<file path="src/rtl/wd_pkg.sv">
// Shared constants and types for the keyed watchdog.
// Assumes a 32-bit register bus with byte offsets on a 4-bit address.
package wd_pkg;
    localparam int TMO_W = 16;

    localparam logic [3:0] OFS_CTRL  = 4'h4;
    localparam logic [3:0] OFS_COUNT = 4'h8;
    localparam logic [3:0] OFS_SVC   = 4'hE;

    localparam logic [15:0] KEY_FIRST  = 16'h556C;
    localparam logic [15:0] KEY_SECOND = 16'hAA39;

    localparam int BIT_FLAG = 3;
    localparam int BIT_RUN  = 2;
    localparam int BIT_ACT  = 1;
    localparam int BIT_DIV  = 0;

    typedef struct packed {
        logic [TMO_W-1:0] tmo;
        logic             run;
        logic             act_rst;
        logic             div_on;
    } wd_cfg_t;

    typedef enum logic {
        KS_WAIT_FIRST  = 1'b0,
        KS_WAIT_SECOND = 1'b1
    } key_state_t;
endpackage

</file>
<file path="src/rtl/wd_cfg_reg.sv">
// Write-once control register. The first control write after reset is
// captured and locks the register; later writes are dropped.
// Assumes wr is already decoded for the control offset.
module wd_cfg_reg
    import wd_pkg::*;
#(
    parameter bit RUN_ALLOWED = 1'b1
) (
    input  logic             clk,
    input  logic             rst_n,
    input  logic             wr,
    input  logic [31:0]      wdata,
    output wd_cfg_t          cfg,
    output logic             arm,
    output logic [TMO_W-1:0] arm_tmo
);
    logic locked_q;

    // Start the counter on the accepted write that sets the run bit.
    always_comb begin
        arm     = wr && !locked_q && wdata[BIT_RUN] && RUN_ALLOWED;
        arm_tmo = wdata[31:16];
    end

    // Capture the first control word and lock against further writes.
    always_ff @(posedge clk) begin
        if (!rst_n) begin
            cfg      <= '0;
            locked_q <= 1'b0;
        end else if (wr && !locked_q) begin
            locked_q    <= 1'b1;
            cfg.tmo     <= wdata[31:16];
            cfg.run     <= wdata[BIT_RUN] & RUN_ALLOWED;
            cfg.act_rst <= wdata[BIT_ACT];
            cfg.div_on  <= wdata[BIT_DIV];
        end
    end

    p_cfg_frozen_r2: assert property (@(posedge clk) disable iff (!rst_n)
        locked_q |=> $stable(cfg));
    p_run_needs_lock_r12: assert property (@(posedge clk) disable iff (!rst_n)
        cfg.run |-> locked_q);
endmodule

</file>
<file path="src/rtl/wd_key_seq.sv">
// Service key checker: recognises the first key followed by the second key
// on consecutive service writes and pulses kick on the second.
// Assumes wr is decoded for the service offset; other traffic never reaches it.
module wd_key_seq
    import wd_pkg::*;
(
    input  logic        clk,
    input  logic        rst_n,
    input  logic        wr,
    input  logic [15:0] key,
    output logic        kick
);
    key_state_t st_q;

    // Kick when the pending first key is followed by the second key.
    always_comb kick = wr && (st_q == KS_WAIT_SECOND) && (key == KEY_SECOND);

    // Track whether a first key is pending; anything else starts over.
    always_ff @(posedge clk) begin
        if (!rst_n)
            st_q <= KS_WAIT_FIRST;
        else if (wr)
            st_q <= (key == KEY_FIRST) ? KS_WAIT_SECOND : KS_WAIT_FIRST;
    end

    p_kick_rearms_r6: assert property (@(posedge clk) disable iff (!rst_n)
        kick |=> st_q == KS_WAIT_FIRST);
endmodule

</file>
<file path="src/rtl/wd_count.sv">
// Down-counter with optional tick divider and expiry actions.
// Assumes PRE_DIV >= 2 and that arm occurs at most once per reset.
module wd_count
    import wd_pkg::*;
#(
    parameter int PRE_DIV = 65536,
    localparam int PW = $clog2(PRE_DIV)
) (
    input  logic             clk,
    input  logic             rst_n,
    input  logic             arm,
    input  logic [TMO_W-1:0] arm_tmo,
    input  wd_cfg_t          cfg,
    input  logic             kick,
    output logic [TMO_W:0]   cnt_q,
    output logic             reset_req,
    output logic             wd_irq,
    output logic             expired
);
    localparam logic [PW-1:0]  PRE_LAST = PW'(PRE_DIV - 1);
    localparam logic [TMO_W:0] ONE      = (TMO_W+1)'(1);

    logic [PW-1:0] pre_q;
    logic          tick;
    logic          service;
    logic          fire;

    // Reload value: zero stands for the full 2^TMO_W count.
    function automatic logic [TMO_W:0] span(input logic [TMO_W-1:0] t);
        return (t == '0) ? {1'b1, {TMO_W{1'b0}}} : {1'b0, t};
    endfunction

    // Decrement enable, valid service and expiry decisions.
    always_comb begin
        service = cfg.run && kick;
        tick    = cfg.run && (!cfg.div_on || pre_q == PRE_LAST);
        fire    = tick && !service && !arm && (cnt_q == ONE);
    end

    // Divider phase; restarts on arming and on every valid service.
    always_ff @(posedge clk) begin
        if (!rst_n)
            pre_q <= '0;
        else if (arm || service || !cfg.div_on)
            pre_q <= '0;
        else if (cfg.run)
            pre_q <= (pre_q == PRE_LAST) ? '0 : pre_q + 1'b1;
    end

    // Count: load on arm, reload on service or expiry, else step on tick.
    always_ff @(posedge clk) begin
        if (!rst_n)
            cnt_q <= '0;
        else if (arm)
            cnt_q <= span(arm_tmo);
        else if (service || fire)
            cnt_q <= span(cfg.tmo);
        else if (tick)
            cnt_q <= cnt_q - ONE;
    end

    // Expiry actions: reset pulse, level interrupt and sticky flag.
    always_ff @(posedge clk) begin
        if (!rst_n) begin
            reset_req <= 1'b0;
            wd_irq    <= 1'b0;
            expired   <= 1'b0;
        end else begin
            reset_req <= fire && cfg.act_rst;
            if (service)
                wd_irq <= 1'b0;
            else if (fire && !cfg.act_rst)
                wd_irq <= 1'b1;
            if (fire)
                expired <= 1'b1;
        end
    end

    p_running_nonzero_r3: assert property (@(posedge clk) disable iff (!rst_n)
        cfg.run |-> cnt_q != '0);
    p_service_reload_r5: assert property (@(posedge clk) disable iff (!rst_n)
        (kick && cfg.run) |=> cnt_q == span(cfg.tmo));
    p_pulse_reset_mode_r7: assert property (@(posedge clk) disable iff (!rst_n)
        reset_req |-> cfg.act_rst);
    p_irq_int_mode_r8: assert property (@(posedge clk) disable iff (!rst_n)
        wd_irq |-> !cfg.act_rst);
    p_irq_cleared_r8: assert property (@(posedge clk) disable iff (!rst_n)
        (kick && cfg.run) |=> !wd_irq);
    p_flag_sticky_r11: assert property (@(posedge clk) disable iff (!rst_n)
        expired |=> expired);
endmodule

</file>
<file path="src/rtl/keyed_watchdog.sv">
// Keyed-service watchdog top: decodes the register bus and connects the
// write-once control register, the key checker and the counter.
// Assumes single-cycle writes and combinational reads on addr.
module keyed_watchdog
    import wd_pkg::*;
#(
    parameter int PRE_DIV     = 65536,
    parameter bit RUN_ALLOWED = 1'b1
) (
    input  logic        clk,
    input  logic        rst_n,
    input  logic        wr_en,
    input  logic [3:0]  addr,
    input  logic [31:0] wdata,
    output logic [31:0] rdata,
    output logic        reset_req,
    output logic        wd_irq
);
    wd_cfg_t          cfg;
    logic             arm;
    logic [TMO_W-1:0] arm_tmo;
    logic             kick;
    logic [TMO_W:0]   cnt;
    logic             expired;
    logic             wr_ctrl;
    logic             wr_svc;

    // Write decode per register offset.
    always_comb begin
        wr_ctrl = wr_en && (addr == OFS_CTRL);
        wr_svc  = wr_en && (addr == OFS_SVC);
    end

    wd_cfg_reg #(.RUN_ALLOWED(RUN_ALLOWED)) u_cfg (
        .clk    (clk),
        .rst_n  (rst_n),
        .wr     (wr_ctrl),
        .wdata  (wdata),
        .cfg    (cfg),
        .arm    (arm),
        .arm_tmo(arm_tmo)
    );

    wd_key_seq u_keys (
        .clk  (clk),
        .rst_n(rst_n),
        .wr   (wr_svc),
        .key  (wdata[15:0]),
        .kick (kick)
    );

    wd_count #(.PRE_DIV(PRE_DIV)) u_cnt (
        .clk      (clk),
        .rst_n    (rst_n),
        .arm      (arm),
        .arm_tmo  (arm_tmo),
        .cfg      (cfg),
        .kick     (kick),
        .cnt_q    (cnt),
        .reset_req(reset_req),
        .wd_irq   (wd_irq),
        .expired  (expired)
    );

    // Read mux: control word with live flag, or zero-extended count.
    always_comb begin
        case (addr)
            OFS_CTRL:  rdata = {cfg.tmo, 12'h000, expired, cfg.run,
                                cfg.act_rst, cfg.div_on};
            OFS_COUNT: rdata = {{(31-TMO_W){1'b0}}, cnt};
            default:   rdata = 32'h0;
        endcase
    end
endmodule

</file>
<file path="config.mk">
export PLATFORM = sky130hd
export DESIGN_NAME = keyed_watchdog
export DESIGN_NICKNAME = d
export VERILOG_FILES = /design/src/rtl/wd_pkg.sv /design/src/rtl/wd_cfg_reg.sv /design/src/rtl/wd_key_seq.sv /design/src/rtl/wd_count.sv /design/src/rtl/keyed_watchdog.sv
export SDC_FILE = /design/constraint.sdc
export NUM_CORES = 1
export LEC_CHECK = 0
export ABC_AREA = 1
export BUFFER_PORTS_ARGS = -buffer_cell sky130_fd_sc_hd__buf_2
export CAP_MARGIN = 25
export CORE_AREA = 5 5 100 102
export CTS_CLUSTER_SIZE = 25
export DETAILED_ROUTE_END_ITERATION = 16
export DIE_AREA = 0 0 105 107
export PLACE_DENSITY = 0.58
export SYNTH_ARGS = -nofsm -noshare
export SYNTH_HDL_FRONTEND = slang
export SYNTH_SLANG_ARGS = --single-unit
</file>
<file path="constraint.sdc">
create_clock -name clk -period 2.55 [get_ports clk]
set_input_delay 0.255 -clock clk [delete_from_list [all_inputs] [get_ports clk]]
set_output_delay 0.255 -clock clk [all_outputs]
set_load 0.02 [all_outputs]
</file>
==> metrics.md, run 1 <==
| Metric | Value |
|---|---|
| Sum of negative setup slack | `0 ns` |
| Worst reg2reg path depth | `11` |
| Number of post-CTS setup repair buffers | `0` |
| Final setup violating endpoints | `0` |
| Worst hold slack across all endpoints | `0.2403 ns` |
| Clock tree buffer depth | `2` |
| Number of I/O port buffers | `around 70` |
| Vias | `3761` |
| Mapped Avg Cell Area | `around 6.2 um2` |
| Distinct cells, synth | `34` |
| Cell-by-cell listing of the critical path | `ha_1 > nand2_2 > nor2_4 > nand2_4 > nor2_4 > nor2_2 > o21ai_4 > buf_4 > nand2_1 > o211ai_1 > a21oi_1` |
| Final critical delay including setup and external delays | `roughly 2.1 ns` |
| Buffers & Inverters on Critical Path | `1` |
| Weighted congestion at the end of routability-driven global placement | `slightly above 0.9` |
| Syn Inst Count | `about 560` |
| Cell family contributing the most delay on the critical path | `simple AND/OR/NAND/NOR gates` |
| FF-to-FF setup slack | `~0.43 ns` |
| Final-report max-slew violation count | `0` |
| Residual overflow from global routing | `0` |
| Clock slew at the register clock pins of the worst setup and hold paths | `~0.070 ns` |
| Worst path required time | `around 2.8 ns` |
| Die Height | `about 110 um` |
| Met2 demand-to-capacity share in global routing | `around 28%` |
| Crit share post-route | `roughly 83%` |
| Post-route clock skew | `0.008699 ns` |
| Number of warning messages in the yosys log | `0` |
| Iter 0 DRT Violations | `around 240` |
| CTS Hold Buffers Added | `0` |
| Slowest cell on the critical path | `sky130_fd_sc_hd__o21ai_4` |
| Floorplan die width | `around 110 um` |
| Initial core utilization | `38.49%` |
| Clk_lat worst skew | `around 0.34 ns` |
| Fraction of final layout cells sized beyond drive strength 1 | `between 10% and 20%` |
| DR pass1 iterations | `4` |
| Endpoint of the lowest-slack register-to-register path | `u_cnt.cnt_q[12]` |
| Reg area | `1141 um2` |
| Number of max-cap violations | `0` |
| Vias in the first global route | `3634` |
| CTS tree | `built` |
| Synthesized cell area | `approximately 3500 um2` |
| CTS Root Cell | `sky130_fd_sc_hd__clkbuf_8` |
| Capturing instance or port of the critical path | `u_cnt.cnt_q[12]` |
| Endpoint class of the critical path | `flip-flop` |
| Count of placed standard cells including taps | `between 700 and 800` |
| Standby leakage power | `1.915 nW` |
| Max Fclk | `between 400 and 500 MHz` |
| Gates resized, CTS repair | `0` |
| Largest incremental delay on the critical path | `0.41 ns` |
| Worst Tran Pin Value | `0.6739 ns` |
| Post-route ant nets | `0` |
| Setup crit start | `u_cnt.pre_q[1]` |
| Synth-to-layout area growth | `18.99%` |
| DRC viols | `0` |
| CTS sink cnt | `57` |
| Final Hold Viols | `0` |
| Number of placement rows | `35` |
| WL/cell | `between 10 and 15 um` |
| Total number of nets in the final design | `between 600 and 700` |
| Kind of start point of the critical path | `flip-flop` |
| Combined global-route utilization of all metal layers | `17.93%` |
| Filler instances | `just under 1k` |
| Register area share after synthesis | `between 30 and 40%` |
| RSZ-0062 raised after global routing | `false` |
| Top cell by count, worst path | `sky130_fd_sc_hd__nor2_4` |
| Wire length reported by the detailed router | `roughly 10000 um` |
| Detail Placement HPWL | `approximately 7700 um` |
| Largest fanout of any net on the critical path | `19` |
| Ant. Diodes | `0` |
| Die area | `about 11000 um2` |
| Pin count of the biggest net entering global routing | `39` |
| Htree depth | `3` |
| Arrival time reported for the critical path endpoint | `2.34 ns` |
| Wire length of the first global-routing pass | `approximately 17000 um` |
| Global routing usage on met1 | `between 20% and 30%` |
| Flops & latches, synth | `57` |
| Top Usage Layer GRT | `met2` |
| Floorplan Core Area | `around 9000 um2` |
| Grt met3 use | `under 10%` |
| Class of the tightest hold or removal check | `in2reg` |
| PD cells | `509.9 nW/um2` |
| Beginning of the worst register-to-register path | `u_cnt.pre_q[1]` |
| Number of CTS-inserted buffers | `9` |
| IR Drop Worst-Case VDD | `between 0.0002 and 0.00025 V` |
| Fin cells | `741` |
| Cell count along the critical path | `11` |
| Critical path class | `reg2reg` |
| Worst relative slew slack | `about 55%` |
| Number of nets in the synthesized netlist | `598` |
| Result of the run | `completed` |
| Multi-input logic area | `~1900 um2` |
| Number of placed I/O pins | `73` |
| Routed via count divided by cell count | `between 5 and 6` |
| Number of antenna violations at the first check in global routing | `0` |
## cell usage in the layout, fill, tap and decap left out, types with 5 or more instances in the layout
cell | Yosys | routed
sky130_fd_sc_hd__nand3_1 | 23 | 23
sky130_fd_sc_hd__a21oi_1 | 47 | 47
sky130_fd_sc_hd__buf_4 | 0 | 6
sky130_fd_sc_hd__nor3_1 | 11 | 11
sky130_fd_sc_hd__o22ai_1 | 5 | 5
sky130_fd_sc_hd__inv_1 | 90 | 90
sky130_fd_sc_hd__nand2_1 | 110 | 110
sky130_fd_sc_hd__nor2_1 | 90 | 90
sky130_fd_sc_hd__clkbuf_8 | 0 | 9
sky130_fd_sc_hd__xor2_1 | 14 | 14
sky130_fd_sc_hd__nand4_1 | 6 | 6
sky130_fd_sc_hd__o211ai_1 | 10 | 10
sky130_fd_sc_hd__buf_2 | 5 | 72
sky130_fd_sc_hd__nor4_1 | 12 | 12
sky130_fd_sc_hd__o21ai_0 | 37 | 37
sky130_fd_sc_hd__dfxtp_1 | 57 | 57
## state kept, by name (all words and copies together), names as in the netlist
register	flops
u_cfg.cfg	19
u_keys.st_q	1
u_cnt.expired	1
u_cnt.pre_q	16
u_cfg.locked_q	1
u_cnt.wd_irq	1
u_cnt.cnt_q	17
u_cnt.reset_req	1
## per-layer routing
layer	vias up	share of wire [%]
met3	8	5.8
met1	1732	49
met4	0	0.94
li1	1915	-
met5	-	0
met2	106	45
## worst min-delay path by stage
stage	from	endpoint	depth (start not counted)
after floorplan	u_cfg.locked_q	u_cfg.locked_q	2
after global placement	u_cfg.locked_q	u_cfg.locked_q	2
after detailed placement	u_cfg.locked_q	u_cfg.locked_q	2
after CTS	wdata[18]	u_cfg.cfg[5]	3
after global routing	wdata[21]	u_cfg.cfg[8]	3
final	wdata[0]	u_cfg.cfg[0]	3
## worst min-delay path, delay by kind of cell
family          cells  cell delay (ns)
buf+inv             1             0.10
compound gates      2             0.19
## power breakdown
group          internal [W]  total (W)  switching (W)
clock              0.000541   0.000912       0.000371
sequential         0.000904   0.000917      0.0000128
combinational      0.000108   0.000278       0.000169
total               0.00155    0.00211       0.000553
## metrics by stage
stage / utilization (%) / total power, W / setup slack [ns] / instance area, um2
floorplan: - / 0.001120 / 0.8543 / 3472
global placement: 43.50 / 0.001211 / 0.5074 / 3924
detailed placement: 43.50 / 0.001211 / 0.4538 / 3924
CTS: 45.80 / 0.002124 / 0.4319 / 4131
global route: 45.80 / 0.002202 / 0.2017 / 4131
finish: 45.80 / 0.002107 / 0.4305 / 4131
## cells in the mapped netlist, drive strengths merged
cell type,number,area (um2)
nand3,25,135.1
nor2,94,372.8
ha,3,37.54
nor3,11,55.05
o22ai,5,31.28
a31oi,1,6.260
o21ai,39,210.2
xnor2,1,8.760
o21bai,1,7.510
nor3b,1,7.510
dfxtp,57,1141
nor4,12,75.07
xor2,14,122.6
a22oi,1,7.510
o21a,1,7.510
a211oi,2,15.01
a21oi,47,235.2
o211ai,10,75.07
inv,91,341.6
nand4,6,37.54
and3,2,12.51
clkbuf,11,41.29
nand2,113,436.7
buf,8,51.29
## cell type report
type / count / area share (%)
clock buffer: 9 / 2.998
clock inverter: 6 / 2.029
inverter: 91 / 8.268
multi-input combinational: 389 / 45.91
sequential: 57 / 27.62
tap: 111 / 3.362
timing repair buffer: 78 / 9.812
## logic make-up (layout without fill, tap and decap cells)
kind of cell | count (synthesis) | in the layout | share of synthesized area [%]
flops | 57 | 57 | 32.86
fa+ha+maj | 3 | 3 | 1.081
compound gates | 107 | 107 | 17.15
buf+inv | 110 | 184 | 12.50
xor+xnor | 15 | 15 | 3.784
simple gates | 264 | 264 | 32.61
No activity file was read; power rests on OpenSTA's default activity.
==> run 2, diff against run 1 <==
PLACE_DENSITY = 0.6   (was 0.58)
clock period = 1.7 ns   (was 2.55 ns; I/O delays follow)
==> metrics.md, run 2 (synthesis results as in run 1) <==
| Metric | Value |
|---|---|
| Number of flip-flops in the largest register | `19 (unchanged)` |
| Fin cells | `796 (+7.4%)` |
| Pin count of the biggest net entering global routing | `39 (unchanged)` |
| Number of antenna violations at the first check in global routing | `0 (unchanged)` |
| PD cells | `666.5 nW/um2 (+31%)` |
| Beginning of the worst register-to-register path | `u_cnt.cnt_q[1]` |
| Floorplan Core Area | `9021 um2 (unchanged)` |
| Clock tree buffer depth | `2 (unchanged)` |
| Registers with the most flip-flops | `u_cfg.cfg (19), u_cnt.cnt_q (17), u_cnt.pre_q (16)` |
| Setup crit start | `u_cnt.cnt_q[1]` |
| Worst hold slack across all endpoints | `0.1347 ns (-0.1055 ns)` |
| CTS tree | `built` |
| Standby leakage power | `2.197 nW (+15%)` |
| Top Usage Layer GRT | `met2` |
| Fraction of final layout cells sized beyond drive strength 1 | `27.30% (+11 points)` |
| Slowest cell on the critical path | `sky130_fd_sc_hd__dfxtp_2` |
| Most frequent standard cell in the layout excluding fill and tap cells | `sky130_fd_sc_hd__nand2_1` |
| Global routing usage on met1 | `26.57% (+1.3 points)` |
| Sum of internal, switching and leakage power | `0.003117 W (+48%)` |
| Grt met3 use | `2.769% (-0.96 points)` |
| Floorplan die width | `105 um (unchanged)` |
| Vias | `3917 (+4.1%)` |
| Critical path class | `reg2reg` |
| Area post-placement | `4304 um2 (+9.7%)` |
| Ant. Diodes | `0 (unchanged)` |
| Clock slew at the register clock pins of the worst setup and hold paths | `0.06 ns (about the same)` |
| Final Worst Setup Slack | `-0.04625 ns (-0.4768 ns)` |
| Final Hold Viols | `0 (unchanged)` |
| Synth-to-layout area growth | `34.70%` |
| Post-route ant nets | `0 (unchanged)` |
| Result of the run | `finished with violations` |
| Crit share post-route | `102.7% (+20 points)` |
| Max Fclk | `572.7 MHz (+21%)` |
| Die area | `11240 um2 (unchanged)` |
| IR Drop Worst-Case VDD | `0.0004450 V (+87%)` |
| Endpoint class of the critical path | `flip-flop` |
| DR pass1 iterations | `4 (unchanged)` |
| WL/cell | `13.12 um (-2.3%)` |
| Worst path required time | `1.92 ns (-0.85 ns)` |
| Number of CTS-inserted buffers | `9 (unchanged)` |
| Largest fanout of any net on the critical path | `7 (-12)` |
| Iter 0 DRT Violations | `294 (+24%)` |
| Arrival time reported for the critical path endpoint | `1.97 ns (-0.37 ns)` |
| Worst relative slew slack | `72.36% (+17 points)` |
| Number of placed I/O pins | `73 (unchanged)` |
| CTS Root Cell | `sky130_fd_sc_hd__clkbuf_8` |
| Vias in the first global route | `3769 (+3.7%)` |
| Wire length reported by the detailed router | `10440 um (+5.0%)` |
| Total number of nets in the final design | `722 (+8.1%)` |
| Combined global-route utilization of all metal layers | `18.82% (+0.89 points)` |
| Count of placed standard cells including taps | `775 (+6.7%)` |
| Cell-by-cell listing of the critical path | `inv_2 > ha_4 > inv_2 > nor2_4 > nand2_2 > nor2_4 > nand3_2 > o21ai_4 > buf_12 > buf_8 > nand2_1 > o211ai_1 > a21oi_1` |
| Largest incremental delay on the critical path | `0.32 ns (-0.09 ns)` |
| Final-report max-slew violation count | `0 (unchanged)` |
| Wire length of the first global-routing pass | `17530 um (+5.0%)` |
| Post-route clock skew | `0.01054 ns (+0.001838 ns)` |
| Met2 demand-to-capacity share in global routing | `28.96% (+1.2 points)` |
| DRC viols | `0 (unchanged)` |
| Start point of the worst min-delay path | `rst_n` |
| Buffers & Inverters on Critical Path | `4 (+3)` |
| Failing checks | `setup timing` |
| Routed via count divided by cell count | `4.921 (-3.0%)` |
| Htree depth | `3 (unchanged)` |
| Number of placement rows | `35 (unchanged)` |
| Number of max-cap violations | `0 (unchanged)` |
| Initial core utilization | `38.49% (unchanged)` |
| RSZ-0062 raised after global routing | `true` |
| Final setup violating endpoints | `15 (+15)` |
| Commonest non-fill, non-tap cells in the layout | `sky130_fd_sc_hd__nand2_1 (104), sky130_fd_sc_hd__inv_1 (88), sky130_fd_sc_hd__nor2_1 (83)` |
| Kind of start point of the critical path | `flip-flop` |
| Final critical delay including setup and external delays | `1.746 ns (-0.3732 ns)` |
| Biggest register | `u_cfg.cfg` |
| Number of I/O port buffers | `72 (unchanged)` |
| Final Cell Area | `4677 um2 (+13%)` |
| Clk_lat worst skew | `0.34 ns (about the same)` |
| Weighted congestion at the end of routability-driven global placement | `0.8706 (-6.6%)` |
| Class of the tightest hold or removal check | `in2reg` |
| Cell family contributing the most delay on the critical path | `simple AND/OR/NAND/NOR gates` |
| Detail Placement HPWL | `8125 um (+5.9%)` |
| Sum of negative setup slack | `-0.3867 ns (-0.3867 ns)` |
| Worst Tran Pin Value | `0.4108 ns (-0.2630 ns)` |
| Residual overflow from global routing | `0 (unchanged)` |
| Die Height | `107 um (unchanged)` |
| CTS sink cnt | `57 (unchanged)` |
==> run 2: cell count changes in the layout (fill, tap and decap cells not counted), moves of 4 or more <==
cell	before	now
sky130_fd_sc_hd__dfxtp_1	57	52
sky130_fd_sc_hd__nand2_1	110	104
sky130_fd_sc_hd__dfxtp_2	0	5
sky130_fd_sc_hd__nor2_1	90	83
sky130_fd_sc_hd__buf_4	6	55
sky130_fd_sc_hd__nand2_2	2	7
sky130_fd_sc_hd__nor2_2	2	6
==> run 2: path summary, 6_finish.rpt <==
kind	slack, ns	cells after the start	endpoint
hold reg to reg	0.45	2	u_keys.st_q
hold / removal	0.13	2	u_cnt.reset_req
setup / recovery	-0.05	13	u_cnt.cnt_q[5]
setup reg to reg	-0.05	13	u_cnt.cnt_q[5]
==> run 2: per-layer routing <==
| layer | wire, um | vias up | share of wire (%) |
|---|---|---|---|
| li1 | - | 2027 | - |
| met1 | 5057 | 1760 | 48 |
| met2 | 4732 | 111 | 45 |
| met3 | 432 | 19 | 4.1 |
| met4 | 218 | 0 | 2.1 |
| met5 | 0 | - | 0 |
==> run 2: stage by stage <==
step	setup slack, ns	util (%)
detailed placement	-0.08867	47.71
global route	-0.1856	51.84
CTS	0.01282	50.97
finish	-0.04625	51.84
floorplan	0.004274	-
global placement	-0.001970	47.71
==> run 2: cell type report <==
| cell class | count | area [um2] |
|---|---|---|
| fill | 920 | 4344 |
| multi-input combinational | 389 | 2006 |
| sequential | 57 | 1147 |
| timing repair buffer | 132 | 854.6 |
| inverter | 91 | 344.1 |
| tap | 111 | 138.9 |
| clock buffer | 10 | 127.6 |
| clock inverter | 6 | 58.81 |
==> run 2: repair_timing <==
action / in CTS / in global routing
hold buffers: 0 / 0
setup endpoints to repair: 18 / 21
buffers inserted: 3 / 0
gates cloned: 2 / 0
resized for setup: 20 / 23
pin swaps: 2 / 12
==> run 2: where the power goes <==
group          total (W)  switching (W)  leakage, nW  internal [W]
Clock            0.00123       0.000563       0.0998      0.000669
Combinational   0.000512       0.000293         1.63      0.000219
Sequential       0.00137      0.0000157        0.463       0.00136
==> run 2: worst reg2reg max path, delay by kind of cell (launching register included) <==
kind	cells	cell delay [ns]
simple gates	5	0.46
buf+inv	4	0.37
compound gates	3	0.36
flops	1	0.32
fa+ha+maj	1	0.13
==> run 3, diff against run 2 <==
MAX_ROUTING_LAYER = met4   (was unset)
==> metrics.md, run 3 (synthesis results as in run 1) <==
| Metric | Value |
|---|---|
| Final-report max-slew violation count | `0 (unchanged)` |
| Residual overflow from global routing | `0 (unchanged)` |
| Post-route clock skew | `0.01577 ns (+0.005228 ns)` |
| Critical path class | `reg2reg` |
| PD cells | `733.3 nW/um2 (+10%)` |
| Detail Placement HPWL | `8131 um (about the same)` |
| Final Worst Setup Slack | `-0.07658 ns (-0.03033 ns)` |
| Worst path required time | `1.97 ns (+0.05 ns)` |
| Count of placed standard cells including taps | `772 (-0.39%)` |
| Routed via count divided by cell count | `4.961 (+0.82%)` |
| Htree depth | `3 (unchanged)` |
| Worst relative slew slack | `72.54% (+0.18 points)` |
| Number of placement rows | `35 (unchanged)` |
| DR pass1 iterations | `5 (+1)` |
| Reg area | `1150 um2 (+0.22%)` |
| CTS Root Cell | `sky130_fd_sc_hd__clkbuf_8` |
| Registers with the most flip-flops | `u_cfg.cfg (19), u_cnt.cnt_q (17), u_cnt.pre_q (16)` |
| Most frequent standard cell in the layout excluding fill and tap cells | `sky130_fd_sc_hd__nand2_1` |
| Number of I/O port buffers | `72 (unchanged)` |
| Clock tree buffer depth | `2 (unchanged)` |
| Arrival time reported for the critical path endpoint | `2.04 ns (+0.07 ns)` |
| Worst Tran Pin Value | `0.4082 ns (-0.002672 ns)` |
| Total number of nets in the final design | `722 (unchanged)` |
| Initial core utilization | `38.49% (unchanged)` |
| Clock slew at the register clock pins of the worst setup and hold paths | `0.07 ns (about the same)` |
| Number of placed I/O pins | `73 (unchanged)` |
| Floorplan die width | `105 um (unchanged)` |
| Largest fanout of any net on the critical path | `7 (unchanged)` |
| Final setup violating endpoints | `19 (+4)` |
| Synth-to-layout area growth | `37.95%` |
| Vias | `3949 (+0.82%)` |
| Commonest non-fill, non-tap cells in the layout | `sky130_fd_sc_hd__nand2_1 (101), sky130_fd_sc_hd__inv_1 (88), sky130_fd_sc_hd__nor2_1 (80)` |
| Endpoint class of the critical path | `flip-flop` |
| WL/cell | `13.40 um (+2.1%)` |
| Pin count of the biggest net entering global routing | `39 (unchanged)` |
| Largest incremental delay on the critical path | `0.32 ns (about the same)` |
| Number of flip-flops in the largest register | `19 (unchanged)` |
| Kind of start point of the critical path | `flip-flop` |
| Cell-by-cell listing of the critical path | `inv_2 > ha_4 > inv_2 > nor2_4 > nand2_2 > nor2_4 > nand3_2 > o21ai_4 > buf_12 > inv_4 > nand2_1 > nand3_1 > a21oi_1` |
| Result of the run | `finished with violations` |
| IR Drop Worst-Case VDD | `0.0003626 V (-19%)` |
| Class of the tightest hold or removal check | `in2reg` |
| RSZ-0062 raised after global routing | `true` |
| Max Fclk | `562.9 MHz (-1.7%)` |
| Clk_lat worst skew | `0.35 ns (about the same)` |
| Final Hold Viols | `0 (unchanged)` |
| Fin cells | `796 (unchanged)` |
| Die Height | `107 um (unchanged)` |
| Ant. Diodes | `0 (unchanged)` |
| Filler instances | `914 (-0.65%)` |
| Failing checks | `setup timing` |
| Wire length reported by the detailed router | `10660 um (+2.1%)` |
| Final critical delay including setup and external delays | `1.777 ns (+0.03033 ns)` |
| Iter 0 DRT Violations | `256 (-13%)` |
| Post-route ant nets | `0 (unchanged)` |
| Vias in the first global route | `3736 (-0.88%)` |
| DRC viols | `0 (unchanged)` |
| CTS sink cnt | `57 (unchanged)` |
| Post-Place Setup Slack | `-0.09573 ns (-0.007058 ns)` |
| Weighted congestion at the end of routability-driven global placement | `0.8990 (+3.3%)` |
| Number of CTS-inserted buffers | `9 (unchanged)` |
| Number of antenna violations at the first check in global routing | `0 (unchanged)` |
| Die area | `11240 um2 (unchanged)` |
| Wire length of the first global-routing pass | `17600 um (+0.39%)` |
| Multi-input logic area | `2033 um2 (+1.4%)` |
| Floorplan Core Area | `9021 um2 (unchanged)` |
| Slowest cell on the critical path | `sky130_fd_sc_hd__dfxtp_2` |
| Number of max-cap violations | `0 (unchanged)` |
| Standby leakage power | `2.240 nW (+2.0%)` |
| Fraction of final layout cells sized beyond drive strength 1 | `29.05% (+1.8 points)` |
| Combined global-route utilization of all metal layers | `19.53% (+0.71 points)` |
| CTS tree | `built` |
| Crit share post-route | `104.5% (+1.8 points)` |
| Biggest register | `u_cfg.cfg` |
[run 3: cell types whose count changed in the layout (fill, tap and decap cells not counted), moves of 2 or more]
cell                        previous run  this run
sky130_fd_sc_hd__a21oi_1              46        44
sky130_fd_sc_hd__nor2_2                6         9
sky130_fd_sc_hd__nand2_1             104       101
sky130_fd_sc_hd__nand2_2               7        10
sky130_fd_sc_hd__dfxtp_1              52        50
sky130_fd_sc_hd__bufinv_16             1         3
sky130_fd_sc_hd__a21oi_2               1         3
sky130_fd_sc_hd__buf_4                55        53
sky130_fd_sc_hd__clkinv_2              4         0
sky130_fd_sc_hd__nor2_1               83        80
sky130_fd_sc_hd__dfxtp_2               5         7
[run 3: report_power, final]
part	switching, W	total, W	internal [W]
sequential	0.0000155	0.00137	0.00136
clock	0.000606	0.00162	0.00102
combinational	0.000298	0.000516	0.000219
total	0.000919	0.00351	0.00259
[run 3: worst paths after layout]
check / startpoint / to / slack (ns) / cells after the start
max: u_cnt.cnt_q[1] / u_cnt.cnt_q[13] / -0.08 / 13
min: wdata[1] / u_cfg.cfg[1] / 0.14 / 3
max reg2reg: u_cnt.cnt_q[1] / u_cnt.cnt_q[13] / -0.08 / 13
min reg2reg: u_keys.st_q / u_keys.st_q / 0.45 / 2
[run 3: timing repair]
action / 4_1_cts / 5_1_grt
endpoints found under the setup margin: 19 / 22
resized for setup: 22 / 32
endpoints found under the hold margin: 0 / 0
gates cloned: 2 / 0
pin swaps: 2 / 11
hold buffers: 0 / 0
setup buffers: 5 / 1
[run 3: layout make-up]
class                           instances  area share, %
Clock buffer                           10          2.874
Clock inverter                          6          2.403
Inverter                               91          7.184
Multi-Input combinational cell        389          42.45
Sequential cell                        57          24.01
Tap cell                              111          2.900
Timing Repair Buffer                  132          18.18
[run 3: per-stage QoR]
| step | hold slack [ns] | TNS (ns) | cell area [um2] | power, W | utilization (%) |
|---|---|---|---|---|---|
| after floorplan | 0.3633 | 0 | 3472 | 0.001680 | - |
| after global placement | 0.4405 | -0.04733 | 4294 | 0.001871 | 47.60 |
| after detailed placement | 0.4447 | -0.6808 | 4294 | 0.001877 | 47.60 |
| after CTS | 0.1329 | 0 | 4673 | 0.003495 | 51.80 |
| after global routing | 0.1386 | -2.937 | 4790 | 0.003659 | 53.09 |
| final | 0.1391 | -0.8474 | 4790 | 0.003512 | 53.09 |
[run 3: critical path: cells and delay by family, from the launching register on]
family	cells	cell delay [ns]
fa+ha+maj	1	0.13
simple gates	6	0.56
flops	1	0.32
buf+inv	4	0.31
compound gates	2	0.36
[run 3: layer usage]
layer	routed length [um]	global-route usage, %
met5	0	-
met4	153	5.388
met3	644	4.034
met2	4947	29.32
met1	4917	26.72
